<file path="src/rtl/icap_pkg.sv">
package icap_pkg;
  typedef struct packed {
    logic src;   // 0 pin, 1 comparator
    logic pol;   // 1 rising, 0 falling
    logic filt;  // canceler enable
  } icap_cfg_t;

  localparam int unsigned NUM_SRC = 2;
endpackage

</file>
<file path="src/rtl/icap_sync.sv">
module icap_sync #(
  parameter int unsigned STAGES = 2
) (
  input  logic clk_i,
  input  logic rst_ni,
  input  logic d_i,
  output logic q_o
);
  logic [STAGES-1:0] ff_q;

  always_ff @(posedge clk_i or negedge rst_ni) begin
    if (!rst_ni) ff_q <= '0;
    else         ff_q <= {ff_q[STAGES-2:0], d_i};
  end

  assign q_o = ff_q[STAGES-1];
endmodule

</file>
<file path="src/rtl/icap_filter.sv">
module icap_filter #(
  parameter int unsigned LEN = 4
) (
  input  logic clk_i,
  input  logic rst_ni,
  input  logic d_i,
  input  logic load_i,
  output logic lvl_o
);
  // LEN-1 history bits plus the live sample form the agreement window
  logic [LEN-2:0] hist_q;
  logic [LEN-1:0] win;
  logic           lvl_q;
  logic           agree;

  assign win   = {hist_q, d_i};
  assign agree = (&win) | ~(|win);

  always_ff @(posedge clk_i or negedge rst_ni) begin
    if (!rst_ni) begin
      hist_q <= '0;
      lvl_q  <= 1'b0;
    end else if (load_i) begin
      hist_q <= {(LEN-1){d_i}};
      lvl_q  <= d_i;
    end else begin
      hist_q <= win[LEN-2:0];
      if (agree) lvl_q <= d_i;
    end
  end

  assign lvl_o = lvl_q;
endmodule

</file>
<file path="src/rtl/icap_edge.sv">
module icap_edge (
  input  logic clk_i,
  input  logic rst_ni,
  input  logic lvl_i,
  input  logic pol_i,
  input  logic reload_i,
  input  logic reload_lvl_i,
  output logic fire_o
);
  logic norm, prev_q;

  // normalize so that a qualifying edge is always 0 -> 1
  assign norm = lvl_i ~^ pol_i;

  always_ff @(posedge clk_i or negedge rst_ni) begin
    if (!rst_ni)       prev_q <= 1'b1;
    else if (reload_i) prev_q <= reload_lvl_i ~^ pol_i;
    else               prev_q <= norm;
  end

  assign fire_o = norm & ~prev_q & ~reload_i;
endmodule

</file>
<file path="src/rtl/icap_unit.sv">
module icap_unit #(
  parameter int unsigned CNT_W       = 16,
  parameter int unsigned SYNC_STAGES = 2,
  parameter int unsigned FILT_LEN    = 4
) (
  input  logic             clk_i,
  input  logic             rst_ni,
  input  logic [CNT_W-1:0] count_i,
  input  logic             cap_pin_i,
  input  logic             cmp_i,
  input  logic             src_sel_i,
  input  logic             edge_sel_i,
  input  logic             filt_en_i,
  input  logic             flag_clr_i,
  output logic [CNT_W-1:0] cap_val_o,
  output logic             cap_flag_o
);
  import icap_pkg::*;

  logic [NUM_SRC-1:0] raw, synced;
  icap_cfg_t          cfg, cfg_q;
  logic               cfg_vld_q;
  logic               cfg_chg;
  logic               sel_lvl, filt_lvl, det_lvl;
  logic               cap_fire;
  logic [CNT_W-1:0]   val_q;
  logic               flag_q;

  assign raw = {cmp_i, cap_pin_i};

  for (genvar i = 0; i < NUM_SRC; i++) begin : g_sync
    icap_sync #(.STAGES(SYNC_STAGES)) u_sync (
      .clk_i (clk_i),
      .rst_ni(rst_ni),
      .d_i   (raw[i]),
      .q_o   (synced[i])
    );
  end

  assign cfg = '{src: src_sel_i, pol: edge_sel_i, filt: filt_en_i};

  always_ff @(posedge clk_i or negedge rst_ni) begin
    if (!rst_ni) begin
      cfg_q     <= '0;
      cfg_vld_q <= 1'b0;
    end else begin
      cfg_q     <= cfg;
      cfg_vld_q <= 1'b1;
    end
  end

  // first cycle after reset is treated as a configuration load
  assign cfg_chg = ~cfg_vld_q | (cfg != cfg_q);
  assign sel_lvl = synced[cfg.src];

  icap_filter #(.LEN(FILT_LEN)) u_filt (
    .clk_i (clk_i),
    .rst_ni(rst_ni),
    .d_i   (sel_lvl),
    .load_i(cfg_chg),
    .lvl_o (filt_lvl)
  );

  assign det_lvl = cfg.filt ? filt_lvl : sel_lvl;

  icap_edge u_edge (
    .clk_i       (clk_i),
    .rst_ni      (rst_ni),
    .lvl_i       (det_lvl),
    .pol_i       (cfg.pol),
    .reload_i    (cfg_chg),
    .reload_lvl_i(sel_lvl),
    .fire_o      (cap_fire)
  );

  always_ff @(posedge clk_i or negedge rst_ni) begin
    if (!rst_ni) begin
      val_q  <= '0;
      flag_q <= 1'b0;
    end else begin
      if (cap_fire) val_q <= count_i;
      if (cap_fire)        flag_q <= 1'b1;
      else if (flag_clr_i) flag_q <= 1'b0;
    end
  end

  assign cap_val_o  = val_q;
  assign cap_flag_o = flag_q;
endmodule

</file>
<file path="config.mk">
export PLATFORM = sky130hd
export DESIGN_NAME = icap_unit
export DESIGN_NICKNAME = d
export VERILOG_FILES = /design/src/rtl/icap_pkg.sv /design/src/rtl/icap_sync.sv /design/src/rtl/icap_filter.sv /design/src/rtl/icap_edge.sv /design/src/rtl/icap_unit.sv
export SDC_FILE = /design/constraint.sdc
export NUM_CORES = 1
export LEC_CHECK = 0
export ABC_AREA = 1
export BUFFER_PORTS_ARGS = -buffer_cell sky130_fd_sc_hd__buf_2
export CORE_MARGIN = 8
export CORE_UTILIZATION = 35
export CTS_BUF_LIST = sky130_fd_sc_hd__clkbuf_4 sky130_fd_sc_hd__clkbuf_8
export CTS_CLUSTER_DIAMETER = 30
export DETAILED_ROUTE_END_ITERATION = 16
export PLACE_DENSITY = 0.61
export SLEW_MARGIN = 10
export SYNTH_ARGS = -nofsm -noshare
export SYNTH_HDL_FRONTEND = slang
export SYNTH_HIERARCHICAL = 1
export SYNTH_SLANG_ARGS = --single-unit
export TNS_END_PERCENT = 10
</file>
<file path="constraint.sdc">
create_clock -name clk_i -period 1.6 [get_ports clk_i]
set_clock_uncertainty 0.05 [all_clocks]
set_input_delay 0.48 -clock clk_i [delete_from_list [all_inputs] [get_ports clk_i]]
set_output_delay 0.48 -clock clk_i [all_outputs]
set_load 0.02 [all_outputs]
</file>
==> impl_metrics.ini <==
[cells_and_area]
fin_nets = 215
multiInputGateArea_sq_um = 392
regArea_sq_um = 752
nFillCells = 322
syn_to_final_growth_pct = 39.0
diodes = 0
fin_util_pct = 50.4
drive_gt1_share_pct = 40.6

[placement]
post-dp-hpwl_um = 2010
numPortBuffers = 40
place.gp.congestion = 0.730

[route]
wire_per_inst_um = 11.4
dr_total_vias = 1013
via_per_inst = 4.26
wirelength_um = 2710
drc_errors = 0
postRouteAntennaNets = 0
drt-initial-drc-count = 13
drt-pass1-iter-count = 4

[clock_network]
numCtsBuffers = 5
clock_sinks = 30
cts_max_level = 2
clk_latency_ns = 0.33
cts_tree = done
clkTransAtPathRegs_ns = 0.09
clock_path_buffers = 2
cts_root_buffer = clkbuf_4

[die]
dieArea_sq_mm = 0.00559
start_util_pct = 36.2
dieHeight_um = 74.8
chipWidth_um = 74.8
num_rows = 21
core_sq_mm = 0.00334
io_pins = 41

[worst_setup_path]
worst-path-buf-inv = 3
cp-end-kind = flop
crit_path_top_delay_cell = dfrtp_1
crit_chain = nand2_1 > nand2_1 > nor2_1 > nand2_1 > inv_1 > nand3_2 > nor2_4 > buf_12 > buf_4 > nand2_1 > nand2_1
cp.arrival_ns = 1.71
crit_family = simple AND/OR/NAND/NOR gates
r2r_slack_ns = 0.10
r2r-start = cfg_q[1]
crit_type = reg2reg
path_common_cell = nand2_1
cp_slowest_stage_delay_ns = 0.39
start_kind = flop
crit_required_ns = 1.82
reg2reg_to = cap_val_o[7]
r2r_cells = 11
worst-path-max-fanout = 5

[global_route]
grt_pass1_wl_um = 4460
antenna_found_initial = 0
gr-max-usage-layer = met2
overflow = 0
grtUsageMet1_pct = 12.0
grt.met3_usage_pct = 6.13
grt_max_degree = 18
use_met2_pct = 16.0
grt_pass1_vias = 1009
grt_usage_pct = 10.8

[timing]
fmax_mhz = 667
slew_violations = 0
min_period_over_period_pct = 93.7
whs_ns = 0.194
tns_ns = 0
hold_viol = 0
rsz0062_at_grt = true
setup_violations = 0
period_needed_ns = 1.50

[synthesis]
synth_largest_area_cell = dfrtp_1
ys_seq_area_share_pct = 62.2
synth_edf_count = 0
ys_ff_latch = 30
synth_area_sq_mm = 0.00121
synth_top_flop_cell = dfrtp_1
synth_top_area_share_pct = 60.0
synth_common_cells = nand2_1 (68), dfrtp_1 (29), nor2_1 (12), inv_1 (10), nand2_2 (4)
ys_types = 17
synth_area_per_cell_sq_um = 8.95
synthMostInstantiatedCell = nand2_1
synth.area.top_cells = dfrtp_1 (60%), nand2_1 (21%), nor2_1 (3.7%), inv_1 (3.1%), dfstp_2 (2.2%)
synth_async_sr_flop_share_pct = 100
synth_fp_nets = 159
yosysWarningCount = 6
netlist_instances = 135

[flow_run]
cap_violations = 0

[power]
p_comb_share_pct = 28.6
pwr_density_cell_mw_per_mm2 = 1280
clkPwrFrac_pct = 23.4
p_int_uw = 1410
switching_share_pct = 34.3
peakVddDrop_mv = 0.602
power_frac_seq_pct = 48.0
switching_power_uw = 736
p_leak_uw = 0.000960

[min_path]
holdPathStages = 1
holdPathEnd = g_sync[1].u_sync/ff_q[0]
worstHoldPathType = in2reg
min-delay-start = cmp_i

[outcome]
status = complete, no violations
state kept, by name (all words and copies together) (netlist names):
signal,cells
g_sync.u_sync/ff_q,4
u_filt/hist_q,3
cfg_q,3
u_filt/lvl_o,1
cap_flag_o,1
u_edge/prev_q,1
cfg_vld_q,1
cap_val_o,16
layout by cell type (no fill, tap or decap), drive strengths merged:
cell          n
dlygate4sd3   1
inv          12
nor2         13
dfrtp        29
dfstp         1
o21ai         1
nand2        72
a21oi         1
conb          1
nand3         2
clkbuf        9
buf          50
power groups by stage:
stage | combinational, uW | clock (uW) | sequential [uW]
after CTS | 602 | 526 | 1020
after detailed placement | 601 | 0 | 1030
after global routing | 676 | 556 | 1050
final | 613 | 502 | 1030
after floorplan | 162 | 0 | 1210
after global placement | 593 | 0 | 1030
cell families after synthesis:
logic type      after synthesis  synth area share [%]
flops                        30                  62.2
buf+inv                      15                  7.66
compound gates                2                  1.14
simple gates                 87                  28.7
other cells                   1                 0.310
through the flow:
stage | total power [uW] | instance area [sq um] | std cells | worst slack (ns)
6_report | 2140 | 1680 | 238 | 0.101
5_1_grt | 2280 | 1680 | 238 | -0.0801
4_1_cts | 2150 | 1600 | 234 | 0.108
3_5_place_dp | 1630 | 1520 | 225 | -0.126
3_3_place_gp | 1620 | 1520 | 225 | -0.0976
2_1_floorplan | 1370 | 1210 | 135 | -0.0200
what timing repair did:
action / CTS / global route
hold buffers: 1 / 0
buffers inserted: 0 / 3
hold endpoints to repair: 10 / 0
setup endpoints to repair: 0 / 16
resized for setup: 0 / 13
worst max-delay path by stage:
stage                               end  slack, ns  cells after the start      start
final                      cap_val_o[7]       0.10                     11   cfg_q[1]
after floorplan            cap_val_o[0]      -0.02                     14  src_sel_i
after global placement    cap_val_o[10]       -0.1                     14  src_sel_i
after CTS                 cap_val_o[14]       0.11                     11   cfg_q[2]
after global routing       cap_val_o[7]      -0.08                     12   cfg_q[2]
after detailed placement   cap_val_o[9]      -0.13                     14  src_sel_i
routing by layer:
layer | wire (um) | vias up
met2 | 1250 | 35
met4 | 54 | 0
li1 | - | 509
met5 | 0 | -
met3 | 242 | 6
met1 | 1160 | 463
layout make-up:
cell class	count	share of cell area [%]
clock buffers	8	3.95
inverters	12	3.43
multi-input cells	90	23.3
flip-flops and latches	30	44.8
well taps	46	3.43
repair buffers	52	21.1
No activity file was read; power rests on OpenSTA's default activity.
